$ cat config.mk
export PLATFORM = sky130hd
export DESIGN_NAME = up_alarm_timer
export DESIGN_NICKNAME = d
export VERILOG_FILES = /design/src/rtl/uat_pkg.sv /design/src/rtl/uat_regs.sv /design/src/rtl/uat_counter.sv /design/src/rtl/uat_irq.sv /design/src/rtl/up_alarm_timer.sv
export SDC_FILE = /design/constraint.sdc
export NUM_CORES = 1
export LEC_CHECK = 0
export BUFFER_PORTS_ARGS = -buffer_cell sky130_fd_sc_hd__buf_2
export CORE_MARGIN = 8
export CORE_UTILIZATION = 30
export CTS_CLUSTER_DIAMETER = 120
export DETAILED_ROUTE_END_ITERATION = 8
export SETUP_SLACK_MARGIN = 0.5
export SLEW_MARGIN = 10
export SYNTH_ARGS = -nofsm -noshare
export SYNTH_HDL_FRONTEND = slang
export SYNTH_SLANG_ARGS = --single-unit
$ cat constraint.sdc
create_clock -name clk -period 6.1 [get_ports clk]
set_input_delay 1.22 -clock clk [delete_from_list [all_inputs] [get_ports clk]]
set_output_delay 1.22 -clock clk [all_outputs]
set_load 0.1 [all_outputs]
$ cat src/rtl/uat_pkg.sv
package uat_pkg;
  localparam int unsigned OFF_TGT  = 'h00;
  localparam int unsigned OFF_CNT  = 'h08;
  localparam int unsigned OFF_CTRL = 'h10;
  localparam int unsigned OFF_STAT = 'h18;
  localparam int unsigned STRIDE   = 4;

  typedef struct packed {
    logic unmask;
    logic tgt_mode;
    logic run;
  } ctrl_t;
endpackage

$ cat src/rtl/uat_regs.sv
module uat_regs
  import uat_pkg::*;
#(
  parameter int unsigned DATA_W = 32,
  parameter int unsigned ADDR_W = 5,
  parameter int unsigned CNT_W  = 64
) (
  input  logic              clk,
  input  logic              rst,
  input  logic              wr,
  input  logic              rd,
  input  logic [ADDR_W-1:0] addr,
  input  logic [DATA_W-1:0] wdata,
  input  logic [CNT_W-1:0]  cnt,
  input  logic              pend,
  output logic [CNT_W-1:0]  tgt,
  output ctrl_t             ctrl,
  output logic              restart,
  output logic              pend_clr,
  output logic [DATA_W-1:0] rdata
);
  localparam int unsigned WORDS = CNT_W / DATA_W;

  logic [DATA_W-1:0] tgt_q [WORDS];
  ctrl_t             ctrl_q;
  logic [DATA_W-1:0] rdata_q;
  logic              ctrl_hit;

  assign ctrl_hit = wr && (addr == ADDR_W'(OFF_CTRL));
  assign restart  = ctrl_hit && wdata[0] && !ctrl_q.run;
  assign pend_clr = wr && (addr == ADDR_W'(OFF_STAT)) && wdata[0];

  for (genvar i = 0; i < WORDS; i++) begin : g_tgt
    always_ff @(posedge clk) begin
      if (rst) begin
        tgt_q[i] <= '0;
      end else if (wr && (addr == ADDR_W'(OFF_TGT + STRIDE * i))) begin
        tgt_q[i] <= wdata;
      end
    end
    assign tgt[i*DATA_W +: DATA_W] = tgt_q[i];
  end

  always_ff @(posedge clk) begin
    if (rst) begin
      ctrl_q <= '0;
    end else if (ctrl_hit) begin
      ctrl_q <= ctrl_t'(wdata[2:0]);
    end
  end

  always_ff @(posedge clk) begin
    if (rst) begin
      rdata_q <= '0;
    end else if (rd) begin
      rdata_q <= '0;
      for (int i = 0; i < WORDS; i++) begin
        if (addr == ADDR_W'(OFF_TGT + STRIDE * i)) rdata_q <= tgt_q[i];
        if (addr == ADDR_W'(OFF_CNT + STRIDE * i)) rdata_q <= cnt[i*DATA_W +: DATA_W];
      end
      if (addr == ADDR_W'(OFF_CTRL)) rdata_q <= DATA_W'(ctrl_q);
      if (addr == ADDR_W'(OFF_STAT)) rdata_q <= DATA_W'(pend);
    end
  end

  assign ctrl  = ctrl_q;
  assign rdata = rdata_q;
endmodule

$ cat src/rtl/uat_counter.sv
module uat_counter #(
  parameter int unsigned CNT_W = 64
) (
  input  logic             clk,
  input  logic             rst,
  input  logic             run,
  input  logic             tgt_mode,
  input  logic             tick,
  input  logic             restart,
  input  logic [CNT_W-1:0] tgt,
  output logic [CNT_W-1:0] cnt,
  output logic             hit
);
  logic [CNT_W-1:0] cnt_q;
  logic [CNT_W-1:0] cnt_inc;
  logic             parked;
  logic             step;

  assign cnt_inc = cnt_q + CNT_W'(1);
  assign parked  = tgt_mode && (cnt_q == tgt);
  assign step    = run && tick && !parked;
  assign hit     = step && tgt_mode && (cnt_inc == tgt);

  always_ff @(posedge clk) begin
    if (rst) begin
      cnt_q <= '0;
    end else if (restart) begin
      cnt_q <= '0;
    end else if (step) begin
      cnt_q <= cnt_inc;
    end
  end

  assign cnt = cnt_q;
endmodule

$ cat src/rtl/uat_irq.sv
module uat_irq (
  input  logic clk,
  input  logic rst,
  input  logic hit,
  input  logic clr,
  input  logic unmask_nxt,
  output logic pend,
  output logic irq
);
  logic pend_q, pend_d, irq_q;

  assign pend_d = hit || (pend_q && !clr);

  always_ff @(posedge clk) begin
    if (rst) begin
      pend_q <= 1'b0;
      irq_q  <= 1'b0;
    end else begin
      pend_q <= pend_d;
      irq_q  <= pend_d && unmask_nxt;
    end
  end

  assign pend = pend_q;
  assign irq  = irq_q;
endmodule

$ cat src/rtl/up_alarm_timer.sv
module up_alarm_timer
  import uat_pkg::*;
#(
  parameter int unsigned DATA_W = 32,
  parameter int unsigned ADDR_W = 5,
  parameter int unsigned CNT_W  = 2 * DATA_W
) (
  input  logic              clk,
  input  logic              rst,
  input  logic              tick_en,
  input  logic              bus_wr,
  input  logic              bus_rd,
  input  logic [ADDR_W-1:0] bus_addr,
  input  logic [DATA_W-1:0] bus_wdata,
  output logic [DATA_W-1:0] bus_rdata,
  output logic              irq_o
);
  logic [CNT_W-1:0] tgt, cnt;
  ctrl_t            ctrl;
  logic             restart, pend_clr, pend, hit, unmask_nxt;

  assign unmask_nxt = (bus_wr && (bus_addr == ADDR_W'(OFF_CTRL))) ? bus_wdata[2] : ctrl.unmask;

  uat_regs #(.DATA_W(DATA_W), .ADDR_W(ADDR_W), .CNT_W(CNT_W)) u_regs (
    .clk(clk), .rst(rst), .wr(bus_wr), .rd(bus_rd), .addr(bus_addr),
    .wdata(bus_wdata), .cnt(cnt), .pend(pend), .tgt(tgt), .ctrl(ctrl),
    .restart(restart), .pend_clr(pend_clr), .rdata(bus_rdata)
  );

  uat_counter #(.CNT_W(CNT_W)) u_cnt (
    .clk(clk), .rst(rst), .run(ctrl.run), .tgt_mode(ctrl.tgt_mode),
    .tick(tick_en), .restart(restart), .tgt(tgt), .cnt(cnt), .hit(hit)
  );

  uat_irq u_irq (
    .clk(clk), .rst(rst), .hit(hit), .clr(pend_clr),
    .unmask_nxt(unmask_nxt), .pend(pend), .irq(irq_o)
  );
endmodule

==> flow_summary.toml, run 1 <==
[pwr]
comb_power_share = 0.074
seqPwrFrac = 0.469
ir_worst_vdd_mv = 0.172
pwr-share-clk = 0.458
power.share.switching = 0.257
cellLeakagePower_nw = 3.64
p_per_area_nw_per_um2 = 223
p_int_mw = 1.90
switching_power_mw = 0.657

[clock_network]
clock_sinks = 165
clk_transition_reported_paths_ns = 0.07
tritoncts = "done"
cts.htree.levels = 4
cts_made_buffers = 17
clockBufferDepth = 2
clkLatencyLatePin_ns = 0.45
cts_hold_buf = 0
post_cts_resized = 0
cts_root_buffer = "clkbuf_16"
post_cts_buffers = 0

[sta]
fin_setup_tns_ns = 0
timing.fmax_mhz = 235
final-setup-viol-count = 0
relSlewSlack = 0.0707
rsz0062_at_grt = "no"
whs_ns = 0.481
min_period_ns = 4.25
finClkSkew_ns = 0.0172
hold_viol = 0
tightest_slew_ns = 1.38
finalMaxSlewViolations = 0
setup_ws_ns = 1.85
post-route-period-util = 0.696

[logic_synthesis]
syn_avg_cell_area_sq_um = 8.45
ys_seq_area_frac = 0.386
ys_types = 70
synth-seq-cells = 165
syn_nets = 1253
synth_area_leaders = "dfxtp_1, edfxtp_1, xnor2_1"
yosys_warnings = 0
synth_top_cell_area_share = 0.198
synthFlopType = "dfxtp_1"
synth_area_sq_um = 10200
synth.most_common_cell = "dfxtp_1"
async_reset_ff_frac = 0
netlist_instances = 1210
synth_top_area_cell = "dfxtp_1"
synth_common_cells = "dfxtp_1, nor2_1, xnor2_1, clkbuf_1, o21ai_0"
synth-edff-count = 64

[critical_path]
cp_cell_sequence = "ha_1, nand3_1, or4_1, nor4b_1, xnor2_1, o221ai_1, a2111oi_0, nand4_1, o21ai_1"
end_kind = "flop"
cp_top_family = "simple AND/OR/NAND/NOR gates"
cp-start-kind = "flop"
cp_slowest_cell = "or4_1"
cp_max_fo = 19
max_stage_delay_ns = 1.04
cp.depth = 9
crit_type = "reg2reg"
r2r_cells = 9
critPathBufInv = 0
cp.required_ns = 6.48
crit_arrival_ns = 4.62

[global_routing]
grt_pass1_wl_microns = 62800
globalRouteOverflowTotal = 0
grt_max_degree = 48
grt_pass1_vias = 9286
grt_antenna_before_repair = 0
grt.total_usage = 0.203

[layout]
drive_above_1_share = 0.117
area_delta_synth_final_pct = 12.3
layout.nets = 1251
antennaDiodeCount = 0

[routing]
drt-total-wl_microns = 42100
num_vias = 9698
dr.pass1.iters = 6
viasPerCell = 5.81
drt_iter0_drc = 1093
ant_nets = 0
wire_per_inst_microns = 25.2
drc_errors = 0

[die]
fp.dieH_microns = 201
die_area_sq_um = 40300
coreArea_sq_um = 33500
start_util = 0.305
die_w_microns = 201
io_pins = 75
rows = 67

[placement]
port_buffers = 74
hpwl_microns = 32100
gp_congestion = 1.03
dpl_worst_slack_ns = 1.96

[hold_path]
hold_class = "reg2reg"
hold_depth = 2

[job]
drv_cap = 0

[status]
outcome = "finished clean"
tightest hold or removal path, cell delays in order (launching register included):
cell      delay, ns
dfxtp_1        0.32
nand2b_1       0.06
a21oi_1        0.06
cells by family (layout without fill, tap and decap cells):
family	after synthesis	after routing	synth area share
mux	6	6	0.00599
xor+xnor	128	128	0.110
compound gates	253	253	0.155
flops	165	165	0.386
fa+ha+maj	1	1	0.00122
buf+inv	126	137	0.0515
simple gates	531	531	0.291
power groups by stage:
| stage | clock [mW] | sequential [mW] | combinational, mW |
|---|---|---|---|
| final | 1.17 | 1.20 | 0.189 |
| after global routing | 1.22 | 1.20 | 0.200 |
| after CTS | 1.17 | 1.20 | 0.187 |
| after detailed placement | 0 | 1.22 | 0.187 |
| after global placement | 0 | 1.22 | 0.187 |
| after floorplan | 0 | 1.23 | 0.0947 |
registers in the layout (all words and copies together), names as in the netlist:
register / count
u_regs.rdata: 32
u_irq.pend: 1
u_regs.tgt_q: 64
u_regs.ctrl: 3
u_irq.irq: 1
u_cnt.cnt: 64
worst paths after layout:
path                            slack [ns]                      endpoint                          from
worst max-delay path                  1.85          u_irq.irq$_SDFF_PP0_     u_cnt.cnt[0]$_SDFFE_PP0N_
worst min-delay path                  0.48  u_regs.rdata[0]$_SDFFE_PP0P_  u_regs.rdata[0]$_SDFFE_PP0P_
worst max register to register        1.85          u_irq.irq$_SDFF_PP0_     u_cnt.cnt[0]$_SDFFE_PP0N_
worst min register to register        0.48  u_regs.rdata[0]$_SDFFE_PP0P_  u_regs.rdata[0]$_SDFFE_PP0P_
final cells by class:
class | instances | area [sq um]
Clock inverter | 10 | 114
Clock buffer | 22 | 507
Tap cell | 448 | 561
Inverter | 12 | 45.0
Sequential cell | 165 | 3940
Multi-Input combinational cell | 919 | 5790
Fill cell | 3511 | 22100
Timing Repair Buffer | 93 | 526
per-layer routing:
layer	track usage	vias to the layer above	routed length (microns)
met5	0	-	0
met4	0.0731	0	1300
met3	0.0336	70	3130
met2	0.322	480	19100
met1	0.274	4759	18600
li1	-	4389	-
per-stage QoR:
stage / utilization / power, mW / cells / area [sq um]
final: 0.342 / 2.56 / 1669 / 11500
after global routing: 0.342 / 2.62 / 1669 / 11500
after CTS: 0.342 / 2.56 / 1669 / 11500
after detailed placement: 0.324 / 1.41 / 1637 / 10900
after global placement: 0.324 / 1.41 / 1637 / 10900
after floorplan: - / 1.33 / 1210 / 10200
layout by cell type, fill, tap and decap left out, types with 11 or more instances in the layout:
cell type	count
a21oi_1	69
a22oi_1	60
and2_1	70
and3_1	11
buf_2	74
buf_4	18
clkbuf_16	19
dfxtp_1	101
edfxtp_1	64
inv_1	12
nand2_1	50
nand3_1	38
nand4_1	47
nor2_1	98
nor2b_1	36
nor3_1	41
nor4_1	37
o21ai_0	71
or3_1	38
or4_1	14
xnor2_1	78
xor2_1	50
(Power assumes the default switching activity.)
==> run 2: changes to the inputs <==
==> constraint.sdc (replaced) <==
create_clock -name clk -period 4.02 [get_ports clk]
set_input_delay 0.804 -clock clk [delete_from_list [all_inputs] [get_ports clk]]
set_output_delay 0.804 -clock clk [all_outputs]
set_load 0.1 [all_outputs]
==> run 2 against run 1 <==
Net effect: first-iteration DRC count is 0.82% lower; critical path depth is 2 higher; sequential share of layout area fell by 1.2 points; power rose by 53%; largest cell class unchanged; final area grew 3.7%; cell count increased by 2.9%; clock-buffer cell count shrank 4; clock power grew 53%; clock skew decreased by 0.0031 ns; core utilization is 1.3 points higher; sequential power up 52%; flip-flop and latch count unchanged; critical path type unchanged.
==> flow_summary.toml, run 2 (synthesis gave the netlist of run 1 again) <==
[global_routing]
grt_pass1_vias = 9418
grt_antenna_before_repair = 0
grt.total_usage = 0.212
grt_max_degree = 65
grt_pass1_wl_microns = 64500
globalRouteOverflowTotal = 0

[layout]
area_delta_synth_final_pct = 16.4
final_common_cell = "nor2_1"
drive_above_1_share = 0.160
layout.nets = 1298
final_cell_mix = "nor2_1, dfxtp_1, xnor2_1, buf_2, o21ai_0"

[clock_network]
clock_sinks = 165
clk_transition_reported_paths_ns = 0.08
tritoncts = "done"
clkLatencyLatePin_ns = 0.45
cts.htree.levels = 4
cts_hold_buf = 0
cts_made_buffers = 17
cts_root_buffer = "clkbuf_16"
clockBufferDepth = 2

[routing]
dr.pass1.iters = 8
wire_per_inst_microns = 25.7
num_vias = 9863
drc_errors = 0
viasPerCell = 5.74
drt-total-wl_microns = 44100
ant_nets = 0
drt_iter0_drc = 1084

[sta]
final-setup-viol-count = 0
hold_viol = 0
post-route-period-util = 0.845
timing.fmax_mhz = 294
fin_setup_tns_ns = 0
tightest_slew_ns = 1.20
relSlewSlack = 0.194
rsz0062_at_grt = "no"
finClkSkew_ns = 0.0142
min_period_ns = 3.40
finalMaxSlewViolations = 0

[die]
start_util = 0.305
fp.dieH_microns = 201
io_pins = 75
die_area_sq_um = 40300
coreArea_sq_um = 33500
die_w_microns = 201
rows = 67

[placement]
gp_congestion = 0.989
port_buffers = 74
hpwl_microns = 34500

[pwr]
ir_worst_vdd_mv = 0.274
p_per_area_nw_per_um2 = 329
switching_power_mw = 1.06
cellLeakagePower_nw = 3.87
comb_power_share = 0.077
finalPower_mw = 3.91
power.share.switching = 0.271
p_int_mw = 2.85
seqPwrFrac = 0.465
pwr-share-clk = 0.458

[critical_path]
crit_type = "reg2reg"
cp-start-kind = "flop"
max_stage_delay_ns = 0.51
cp.required_ns = 4.38
cp_slowest_cell = "or4_1"
crit_arrival_ns = 3.76
cp_cell_sequence = "ha_1, nand3_1, buf_4, nor4_2, buf_4, nand4_1, or4_1, xor2_1, a2111oi_0, nand4_1, o22ai_1"
cp_max_fo = 10
end_kind = "flop"

[job]
drv_cap = 0

[status]
outcome = "finished clean"

[hold_path]
hold_class = "reg2reg"
## run 2: routing by layer
layer  track usage  vias to the layer above  share of wire
li1              -                     4472              -
met1         0.281                     4885           0.44
met2         0.338                      440           0.46
met3        0.0394                       66          0.076
met4        0.0838                        0          0.032
met5             0                        -              0
## run 2: power groups by stage
stage,logic (mW),registers (mW),clock network [mW]
global placement,0.297,1.86,0
floorplan,0.144,1.87,0
detailed placement,0.296,1.86,0
global route,0.319,1.82,1.88
finish,0.301,1.82,1.79
CTS,0.297,1.82,1.81
## run 2: repair_timing
action,in CTS,in global routing
pin swaps,0,1
resized for setup,1,10
setup buffers,0,1
setup endpoints to repair,2,2
## run 2: layout make-up
cell class / instances / area [sq um]
diodes: 1 / 2.50
clock buffers: 18 / 450
fillers: 3554 / 21600
inverters: 12 / 45.0
multi-input cells: 919 / 5810
well taps: 448 / 561
repair buffers: 140 / 903
flip-flops and latches: 165 / 3950
clock inverters: 14 / 183
## run 2: per-stage QoR
stage / area (sq um) / utilization / hold WS, ns / setup WS (ns) / instances
finish: 11900 / 0.355 / 0.479 / 0.622 / 1717
global route: 11900 / 0.355 / 0.521 / 0.506 / 1716
CTS: 11900 / 0.354 / 0.479 / 0.509 / 1715
detailed placement: 11200 / 0.335 / 0.466 / 0.493 / 1683
global placement: 11200 / 0.335 / 0.460 / 0.544 / 1683
floorplan: 10200 / - / 0.463 / 1.04 / 1210
## run 2: worst max-delay path: cells and delay by family, from the launching register on
kind | cells | cell delay [ns]
adder cells (fa/ha/maj) | 1 | 0.25
AND/OR/NAND/NOR | 5 | 1.38
XOR/XNOR | 1 | 0.22
AO/OA/AOI/OAI | 2 | 0.51
flip-flops | 1 | 0.46
buffers and inverters | 2 | 0.48
## run 2: final timing paths
check	start	endpoint	slack, ns	cells past startpoint
worst max-delay path	u_cnt.cnt[1]$_SDFFE_PP0N_	u_irq.pend$_SDFF_PP0_	0.62	11
worst min-delay path	u_regs.rdata[0]$_SDFFE_PP0P_	u_regs.rdata[0]$_SDFFE_PP0P_	0.48	2
worst min register to register	u_regs.rdata[0]$_SDFFE_PP0P_	u_regs.rdata[0]$_SDFFE_PP0P_	0.48	2
worst max register to register	u_cnt.cnt[1]$_SDFFE_PP0N_	u_irq.pend$_SDFF_PP0_	0.62	11
==> run 3: changes to the inputs <==
--- a/config.mk
+++ b/config.mk
@@ -5,6 +5,7 @@
 export SDC_FILE = /design/constraint.sdc
 export NUM_CORES = 1
 export LEC_CHECK = 0
+export ABC_AREA = 1
 export BUFFER_PORTS_ARGS = -buffer_cell sky130_fd_sc_hd__buf_2
 export CORE_MARGIN = 8
 export CORE_UTILIZATION = 30
==> constraint.sdc (replaced) <==
create_clock -name clk -period 2.98 [get_ports clk]
set_input_delay 0.596 -clock clk [delete_from_list [all_inputs] [get_ports clk]]
set_output_delay 0.596 -clock clk [all_outputs]
set_load 0.1 [all_outputs]
==> run 3 against run 2 <==
Net effect: die area increased by 5.6%; sequential power increased by 35%; maximum frequency increased by 36%; power increased by 30%; clock power increased by 21%; global-route usage increased by 0.11 points; critical path type unchanged; highest routed layer unchanged; clock skew increased by 0.0049 ns.
==> flow_summary.toml, run 3 <==
[critical_path]
crit_type = "reg2reg"
crit_arrival_ns = 2.88
timing.rr.start = "u_cnt.cnt[1]$_SDFFE_PP0N_"
cp_slowest_cell = "dfxtp_4"
max_stage_delay_ns = 0.38
cp_top_family = "simple AND/OR/NAND/NOR gates"
cp_max_fo = 7
end_kind = "flop"
reg2reg_to = "u_irq.irq$_SDFF_PP0_"
r2r_slack_ns = 0.48
cp_cell_sequence = "ha_4, nand2_4, nor2_4, nand2_4, nor2_8, nand2_4, nand2_2, nand2_2, nand2_1, nand2_1, nor2_2, nand2_1, nor2_2, nand2_1, nor2_2, nand3_2, a21oi_2"
cp-start-kind = "flop"
worst_path_most_repeated_cell = "nand2_1"
critPathBufInv = 0
r2r_cells = 17
cp.required_ns = 3.36

[layout]
antennaDiodeCount = 0
finish.utilization = 0.377
final_cell_mix = "nand2_1, nor2_1, inv_1, o21ai_0, nand3_1"
area_delta_synth_final_pct = 23.4
drive_above_1_share = 0.204
layout.nets = 1831
final_common_cell = "nand2_1"

[global_routing]
grt_max_degree = 54
grt_pass1_wl_microns = 68700
grt_pass1_vias = 11500
grt.total_usage = 0.213
grt_antenna_before_repair = 0
globalRouteOverflowTotal = 0

[logic_synthesis]
synth-seq-cells = 165
synth_common_cells = "nand2_1, nor2_1, inv_1, o21ai_0, nand3_1"
yosys.area_share.adder = 0.00115
synth_area_sq_um = 10900
synth_top_cell_area_share = 0.186
async_reset_ff_frac = 0
syn_avg_cell_area_sq_um = 6.48
yosys_warnings = 0
netlist_instances = 1676
ys_seq_area_frac = 0.363
synth-simple-area-share = 0.342
ys_types = 40
synth_top_family_by_area = "simple AND/OR/NAND/NOR gates"
synth_xor_area_frac = 0.0464
synth-edff-count = 64
syn_nets = 1719
muxShareOfSynthArea = 0
synth_top_area_cell = "dfxtp_1"
synth-compound-area-share = 0.154
synth_area_leaders = "dfxtp_1, edfxtp_1, nand2_1"
synthFlopType = "dfxtp_1"
synth.most_common_cell = "nand2_1"

[routing]
ant_nets = 0
dr.pass1.iters = 5
wire_per_inst_microns = 20.4
viasPerCell = 5.31
num_vias = 12000
drt_iter0_drc = 1384
drt-total-wl_microns = 46200
drc_errors = 0

[pwr]
pwr-share-clk = 0.426
p_per_area_nw_per_um2 = 379
finalPower_mw = 5.08
ir_worst_vdd_mv = 0.304
seqPwrFrac = 0.482
switching_power_mw = 1.47
comb_power_share = 0.091
cellLeakagePower_nw = 5.41
p_int_mw = 3.62
power.share.switching = 0.289

[clock_network]
clk_transition_reported_paths_ns = 0.08
cts_root_buffer = "clkbuf_16"
clock_sinks = 165
clockBufferDepth = 2
cts.htree.levels = 4
cts_hold_buf = 0
cts_made_buffers = 17
tritoncts = "done"
clkLatencyLatePin_ns = 0.45

[sta]
fin_setup_tns_ns = 0
setup_ws_ns = 0.476
final-setup-viol-count = 0
hold_viol = 0
tightest_slew_ns = 0.652
finalMaxSlewViolations = 0
relSlewSlack = 0.565
post-route-period-util = 0.840
finClkSkew_ns = 0.0191
rsz0062_at_grt = "yes"
min_period_ns = 2.50
timing.fmax_mhz = 399

[placement]
hpwl_microns = 35500
gp_congestion = 1.01
dpl_worst_slack_ns = 0.0835
port_buffers = 74

[hold_path]
hold_depth = 3
hold_path_startpoint = "bus_wdata[15]"
hold_class = "in2reg"
whs_endpoint = "u_regs.tgt_q[0][15]$_SDFFCE_PN0P_"

[status]
outcome = "finished clean"

[die]
rows = 69
coreArea_sq_um = 35600
start_util = 0.305
io_pins = 75
die_area_sq_um = 42500
fp.dieH_microns = 206
die_w_microns = 206

[job]
drv_cap = 0
[run 3: cell count changes after synthesis, sizes merged, moves of 60 or more]
cell | previous run | this run
and2 | 71 | 1
nor2 | 99 | 276
a22oi | 60 | 0
nand2 | 50 | 471
xnor2 | 78 | 18
nand3 | 39 | 110
inv | 12 | 209
[run 3: worst max-delay path by stage]
stage / startpoint / cells after the start / to
floorplan: bus_addr[1] / 4 / u_regs.tgt_q[0][0]$_SDFFCE_PN0P_
global placement: u_cnt.cnt[23]$_SDFFE_PP0N_ / 14 / u_irq.irq$_SDFF_PP0_
detailed placement: u_cnt.cnt[23]$_SDFFE_PP0N_ / 14 / u_irq.irq$_SDFF_PP0_
CTS: u_cnt.cnt[18]$_SDFFE_PP0N_ / 14 / u_irq.pend$_SDFF_PP0_
global route: u_cnt.cnt[1]$_SDFFE_PP0N_ / 17 / u_irq.irq$_SDFF_PP0_
finish: u_cnt.cnt[1]$_SDFFE_PP0N_ / 17 / u_irq.irq$_SDFF_PP0_
[run 3: per-layer routing]
metal / routed length (microns) / track usage / vias to the layer above / part of all wire
li1: - / - / 5665 / -
met1: 19000 / 0.275 / 5657 / 0.41
met2: 21300 / 0.345 / 578 / 0.46
met3: 3740 / 0.0348 / 112 / 0.081
met4: 2210 / 0.100 / 0 / 0.048
met5: 0 / 0 / - / 0
[run 3: kinds of logic after synthesis]
| family | count (synthesis) |
|---|---|
| buf+inv | 266 |
| simple gates | 892 |
| flops | 165 |
| xor+xnor | 56 |
| compound gates | 296 |
| fa+ha+maj | 1 |
[run 3: power by group through the flow]
stage	clock network [mW]	registers, mW	logic (mW)
after floorplan	0	2.54	0.238
after global placement	0	2.51	0.446
after detailed placement	0	2.51	0.450
after CTS	2.19	2.46	0.454
after global routing	2.27	2.46	0.502
final	2.17	2.45	0.464
[run 3: layout make-up]
class                           count  area [sq um]
Clock buffer                       18           429
Timing Repair Buffer              148          1020
Multi-Input combinational cell   1245          6410
Sequential cell                   165          4040
Clock inverter                     14           124
Fill cell                        3856         22200
Tap cell                          461           577
Inverter                          211           802
[run 3: worst min-delay path: stages]
cell and delay, ns:
buf_2 0.07, inv_1 0.04, nor2_1 0.08
[run 3: metrics by stage]
step	hold WS [ns]	std cells	instance area, sq um
global placement	0.451	2195	11900
global route	0.456	2262	13400
floorplan	0.460	1676	10900
finish	0.450	2262	13400
CTS	0.441	2249	13000
detailed placement	0.454	2195	11900
[run 3: repair_timing]
action / 4_1_cts / 5_1_grt
endpoints found under the setup margin: 6 / 60
resized for setup: 108 / 95
pin swaps: 20 / 34
setup buffers: 22 / 12
cloned: 0 / 1
